**src/rtl/tsl_pkg.sv**
```systemverilog
package tsl_pkg;
  typedef enum logic [1:0] {
    ST_IDLE   = 2'd0,
    ST_SETTLE = 2'd1,
    ST_HELD   = 2'd2
  } steer_state_t;
endpackage

```
**src/rtl/tsl_code_map.sv**
```systemverilog
module tsl_code_map #(
  parameter int IDX_W  = 2,
  parameter int CODE_W = 4
) (
  input  logic [IDX_W-1:0]  row,
  input  logic [IDX_W-1:0]  col,
  output logic [CODE_W-1:0] code
);
  localparam int LAST = (1 << IDX_W) - 1;

  always_comb begin
    if (int'(col) == LAST) begin
      // extra column: letters, last row wraps to all zeros
      code = (int'(row) == LAST) ? '0 : CODE_W'(13 + int'(row));
    end else if (int'(row) == LAST) begin
      case (int'(col))
        0:       code = CODE_W'(11);
        1:       code = CODE_W'(10);
        default: code = CODE_W'(12);
      endcase
    end else begin
      code = CODE_W'(int'(row) * 3 + int'(col) + 1);
    end
  end
endmodule

```
**src/rtl/tsl_guard_counter.sv**
```systemverilog
module tsl_guard_counter #(
  parameter int CW = 16
) (
  input  logic          clk,
  input  logic          rst_n,
  input  logic          clr,
  input  logic          inc,
  input  logic [CW-1:0] limit,
  output logic          hit
);
  logic [CW-1:0] cnt;

  // hit when the cycle now being counted is the limit-th one (limit 0 acts as 1)
  assign hit = ({1'b0, cnt} + {{CW{1'b0}}, 1'b1}) >= {1'b0, limit};

  always_ff @(posedge clk) begin
    if (!rst_n || clr) cnt <= '0;
    else if (inc)      cnt <= cnt + 1'b1;
  end
endmodule

```
**src/rtl/tsl_steer_fsm.sv**
```systemverilog
module tsl_steer_fsm
  import tsl_pkg::*;
#(
  parameter int GW         = 16,
  parameter int SETTLE_CYC = 4
) (
  input  logic          clk,
  input  logic          rst_n,
  input  logic          early,
  input  logic [GW-1:0] t_present,
  input  logic [GW-1:0] t_absent,
  output logic          latch,
  output logic          steer,
  output logic          busy
);
  localparam logic [GW-1:0] SETTLE_LIM = GW'(SETTLE_CYC);

  steer_state_t st, st_nx;
  logic          clr, inc, hit;
  logic [GW-1:0] lim;

  tsl_guard_counter #(.CW(GW)) u_cnt (
    .clk(clk), .rst_n(rst_n), .clr(clr), .inc(inc), .limit(lim), .hit(hit)
  );

  always_comb begin
    st_nx = st;
    clr   = 1'b0;
    inc   = 1'b0;
    latch = 1'b0;
    lim   = t_present;
    unique case (st)
      ST_IDLE: begin
        lim = t_present;
        if (!early)   clr = 1'b1;
        else if (hit) begin latch = 1'b1; clr = 1'b1; st_nx = ST_SETTLE; end
        else          inc = 1'b1;
      end
      ST_SETTLE: begin
        lim = SETTLE_LIM;
        if (hit) begin clr = 1'b1; st_nx = ST_HELD; end
        else     inc = 1'b1;
      end
      ST_HELD: begin
        lim = t_absent;
        if (early)    clr = 1'b1;
        else if (hit) begin clr = 1'b1; st_nx = ST_IDLE; end
        else          inc = 1'b1;
      end
      default: begin clr = 1'b1; st_nx = ST_IDLE; end
    endcase
  end

  always_ff @(posedge clk) begin
    if (!rst_n) st <= ST_IDLE;
    else        st <= st_nx;
  end

  assign steer = (st == ST_HELD);
  assign busy  = (st != ST_IDLE);
endmodule

```
**src/rtl/tone_steer_latch.sv**
```systemverilog
module tone_steer_latch #(
  parameter int GW         = 16,
  parameter int SETTLE_CYC = 4,
  parameter int IDX_W      = 2
) (
  input  logic             clk,
  input  logic             rst_n,
  input  logic             early_ok,
  input  logic [IDX_W-1:0] row_idx,
  input  logic [IDX_W-1:0] col_idx,
  input  logic [GW-1:0]    present_guard,
  input  logic [GW-1:0]    absent_guard,
  input  logic             out_en,
  output logic [3:0]       dout,
  output logic             dout_vld,
  output logic             steer_dly,
  output logic             guard_out
);
  localparam int CODE_W = 4;

  logic              latch;
  logic [CODE_W-1:0] mapped, code_q;

  tsl_code_map #(.IDX_W(IDX_W), .CODE_W(CODE_W)) u_map (
    .row(row_idx), .col(col_idx), .code(mapped)
  );

  tsl_steer_fsm #(.GW(GW), .SETTLE_CYC(SETTLE_CYC)) u_fsm (
    .clk(clk), .rst_n(rst_n), .early(early_ok),
    .t_present(present_guard), .t_absent(absent_guard),
    .latch(latch), .steer(steer_dly), .busy(guard_out)
  );

  always_ff @(posedge clk) begin
    if (!rst_n)     code_q <= '0;
    else if (latch) code_q <= mapped;
  end

  assign dout     = out_en ? code_q : '0;
  assign dout_vld = out_en;
endmodule

```
**config.mk**
```make
export PLATFORM = sky130hd
export DESIGN_NAME = tone_steer_latch
export DESIGN_NICKNAME = d
export VERILOG_FILES = /design/src/rtl/tsl_pkg.sv /design/src/rtl/tsl_code_map.sv /design/src/rtl/tsl_guard_counter.sv /design/src/rtl/tsl_steer_fsm.sv /design/src/rtl/tone_steer_latch.sv
export SDC_FILE = /design/constraint.sdc
export NUM_CORES = 1
export LEC_CHECK = 0
export ABC_CLOCK_PERIOD_IN_PS = 4490
export BUFFER_PORTS_ARGS = -buffer_cell sky130_fd_sc_hd__buf_2
export CORE_ASPECT_RATIO = 1.5
export CORE_MARGIN = 2
export CORE_UTILIZATION = 50
export DETAILED_ROUTE_END_ITERATION = 7
export PLACE_DENSITY = 0.74
export SYNTH_ARGS = -nofsm -noshare
export SYNTH_HDL_FRONTEND = slang
export SYNTH_SLANG_ARGS = --single-unit
```
**constraint.sdc**
```tcl
create_clock -name clk -period 4.49 [get_ports clk]
set_input_delay 0.898 -clock clk [delete_from_list [all_inputs] [get_ports clk]]
set_output_delay 0.898 -clock clk [all_outputs]
set_load 0.1 [all_outputs]
```
==> reports/results.tsv <==
stage	metric	value	unit
sta	TNS Setup	0	ps
floorplanning	Die Height	84	µm
setup_path	CP max FO	32	
sta	crit path time final	3860	ps
clock_network	Clk Tree Root Cell	clkbuf_8	
setup_path	Setup CP Type	flip-flop to flip-flop	
synthesis	area fraction in compound gates after synthesis	17.1	%
synthesis	Yosys top cell area share	20.6	%
floorplanning	Core Area	4170	µm²
clock_network	Clock transition at path regs	80	ps
outcome	status	finished clean	
cells_and_area	most common cell after layout, fill and taps aside	buf_2	
setup_path	CP Data Required Time	4620	ps
sta	setup violators final	0	
sta	fin. max-slew vios	0	
flow_run	number of max-cap violations	0	
clock_network	total CTS buffers	3	
setup_path	worst-path cell chain	inv_1, ha_1, o21ai_0, ha_1, nand3_1, o21bai_1, a311o_1, a31oi_4, a211oi_1, o21ai_2, nor2_1	
synthesis	post-synthesis average cell area	8.37	µm²
floorplanning	I/O Pins	47	
global_routing	largest net degree at the start of global routing	33	
setup_path	Crit path buffers/inverters	1	
setup_path	CP arrival	3990	ps
sta	Slew @ Worst Pin	890	ps
synthesis	syn_nets	322	
sta	Slew HR	40.6	%
synthesis	post-synthesis sequential area ratio	20.6	%
setup_path	cell family with most CP delay	compound AO/OA/AOI/OAI gates	
global_routing	vias in the first global route	1893	
floorplanning	die area	4820	µm²
synthesis	Post-Synth XOR/XNOR Area	12.7	%
pwr	worst vdd rail ir drop	0.125	mV
routing	final WL	4770	µm
routing	Post-DRT Antenna Nets	0	
clock_network	CTS tree	yes	
cells_and_area	most frequent cells in the layout	46 x buf_2, 25 x xnor2_1, 25 x ha_1	
global_routing	global-route wire length before repair	8160	µm
synthesis	largest cells by area after synthesis	dfxtp_1 21%, ha_1 15%, xnor2_1 10%	
placement	PortBufs	46	
global_routing	grt ovf	0	
clock_network	Post-CTS Setup Repair Bufs	0	
routing	detailed-route via count	1950	
setup_path	Critical Path Max Stage Delay	880	ps
synthesis	Netlist cell types	47	
cells_and_area	ant diodes	0	
sta	max frequency	0.259	GHz
synthesis	simple-gate share of the synthesized area	27.4	%
pwr	PwrDens	196	nW/µm²
cells_and_area	multi-input combinational cell area	1600	µm²
routing	wire per inst	14.0	µm
setup_path	cell count along the critical path	11	
clock_network	CTS Hold Bufs	0	
placement	GPL Wtd Cong	0.878	
pwr	Total Power	474	µW
cells_and_area	storage element area	440	µm²
routing	DRC Markers	0	
routing	DRT iter0 DRCs	66	
setup_path	slowest CP cell	ha_1	
setup_path	Reg2Reg Depth	11	
placement	pre-CTS setup slack	588	ps
cells_and_area	Final Instance Area	2420	µm²
sta	final period utilization	85.9	%
worst_hold_path	Worst Hold Depth	2	
sta	WHS	464	ps
setup_path	type of destination of the critical path	flip-flop	
clock_network	insertion delay to the later sink of the worst-skew pair	270	ps
worst_hold_path	HP Class	flip-flop to flip-flop	
cells_and_area	fin nets	362	
setup_path	Top cell by count, worst path	ha_1	
synthesis	mux cell area share after synthesis	1.41	%
routing	Vias/cell	5.74	
routing	drt pass-1 iters	4	
synthesis	Synth Register Bits	22	
setup_path	reg2reg end	u_fsm.u_cnt.cnt[3]	
setup_path	flop-to-flop setup slack	630	ps
synthesis	Synth warnings	0	
setup_path	Worst Setup Start Kind	flip-flop	
setup_path	worst r2r src	u_fsm.st[0]	
worst_hold_path	Hold EP	code_q[1]	
clock_network	htree depth	1	
global_routing	Total GRT Usage	21.2	%
clock_network	CTS Buffer Depth	2	
floorplanning	Initial Util	51.1	%
floorplanning	Core Rows	29	
synthesis	synthesized area	2130	µm²
pwr	Leak	1.09	nW
cells_and_area	ratio of cells with drive above 1 in the final layout	21.1	%
clock_network	clock sink total	22	
placement	Cell Area, Placed	2370	µm²
clock_network	CTS-repair resized insts	0	
synthesis	Adder-Cell Fraction of Synth Area	16.5	%
sta	skew final	3.90	ps
synthesis	largest family of logic cells by synthesized area	simple AND/OR/NAND/NOR gates	
floorplanning	die extent in x	57.3	µm
synthesis	Mapped Cells	255	
synthesis	area leader, netlist	dfxtp_1	
cells_and_area	Fillers	387	
cells_and_area	area delta synth->final	13.5	%
placement	HPWL after DPL	3880	µm
worst_hold_path	worst hold path startpoint	code_q[1]	
sta	final hold vios	0	
global_routing	initial antenna violation count	0	
sta	RSZ-0062 raised after global routing	no	
sta	setup ws final	632	ps
## worst min-delay path: cells and delay by family, from the launching register on
kind | cells | cell delay [ps]
flip-flops | 1 | 310
AO/OA/AOI/OAI | 1 | 70
AND/OR/NAND/NOR | 1 | 50
## worst max-delay path by stage
| stage | from | endpoint | slack (ps) |
|---|---|---|---|
| floorplan | u_fsm.st[0] | u_fsm.u_cnt.cnt[0] | 770 |
| global placement | u_fsm.st[0] | u_fsm.u_cnt.cnt[1] | 700 |
| detailed placement | u_fsm.st[0] | u_fsm.u_cnt.cnt[3] | 590 |
| CTS | u_fsm.st[0] | u_fsm.u_cnt.cnt[3] | 570 |
| global route | u_fsm.st[0] | u_fsm.u_cnt.cnt[2] | 300 |
| finish | u_fsm.st[0] | u_fsm.u_cnt.cnt[3] | 630 |
## cell type report
type / count / share of cell area (%)
multi-input cells: 214 / 66.3
flip-flops and latches: 22 / 18.2
repair buffers: 47 / 9.82
well taps: 46 / 2.38
clock buffers: 4 / 2.27
inverters: 7 / 1.09
## state kept, by name, summed over array words and instances, names as in the netlist
| register | cells |
|---|---|
| code_q | 4 |
| u_fsm.st | 2 |
| u_fsm.u_cnt.cnt | 16 |
## metal layers
layer  vias up  share of wire (%)  global-route usage [%]
li1        991                  -                       -
met1       892                 41                    24.9
met2        54                 52                    37.0
met3        13                3.9                    2.95
met4         0                2.5                    9.51
met5         -                  0                       0
## cell usage after synthesis, drive strengths merged
library cell	count
a2111oi	1
nand3	13
o221ai	1
o21ai	9
mux2i	3
buf	8
and4	3
a31oi	15
nor2	20
inv	7
o211a	1
nor3	11
clkbuf	4
a21boi	2
nand2	13
o22ai	2
fa	2
a21o	4
o21bai	3
nor4	1
and2	5
a21oi	12
xor2	6
nor2b	18
nand4	6
a311o	2
and3	1
dfxtp	22
nand2b	3
xnor2	25
a211oi	1
nor3b	6
ha	25
## logic make-up after synthesis
family          Yosys count
mux                       3
xor+xnor                 31
flops                    22
fa+ha+maj                27
compound gates           53
buf+inv                  19
simple gates            100
## report_power, final
part           switching (mW)  internal, mW
clock                  0.0694        0.0784
combinational          0.0735        0.0529
sequential            0.00239         0.197
## per-stage QoR
step	utilization [%]	instances
5_1_grt	58.0	340
4_1_cts	58.0	340
2_1_floorplan	-	255
6_report	58.0	340
3_5_place_dp	56.7	336
3_3_place_gp	56.7	336
No activity file was read; power rests on OpenSTA's default activity.
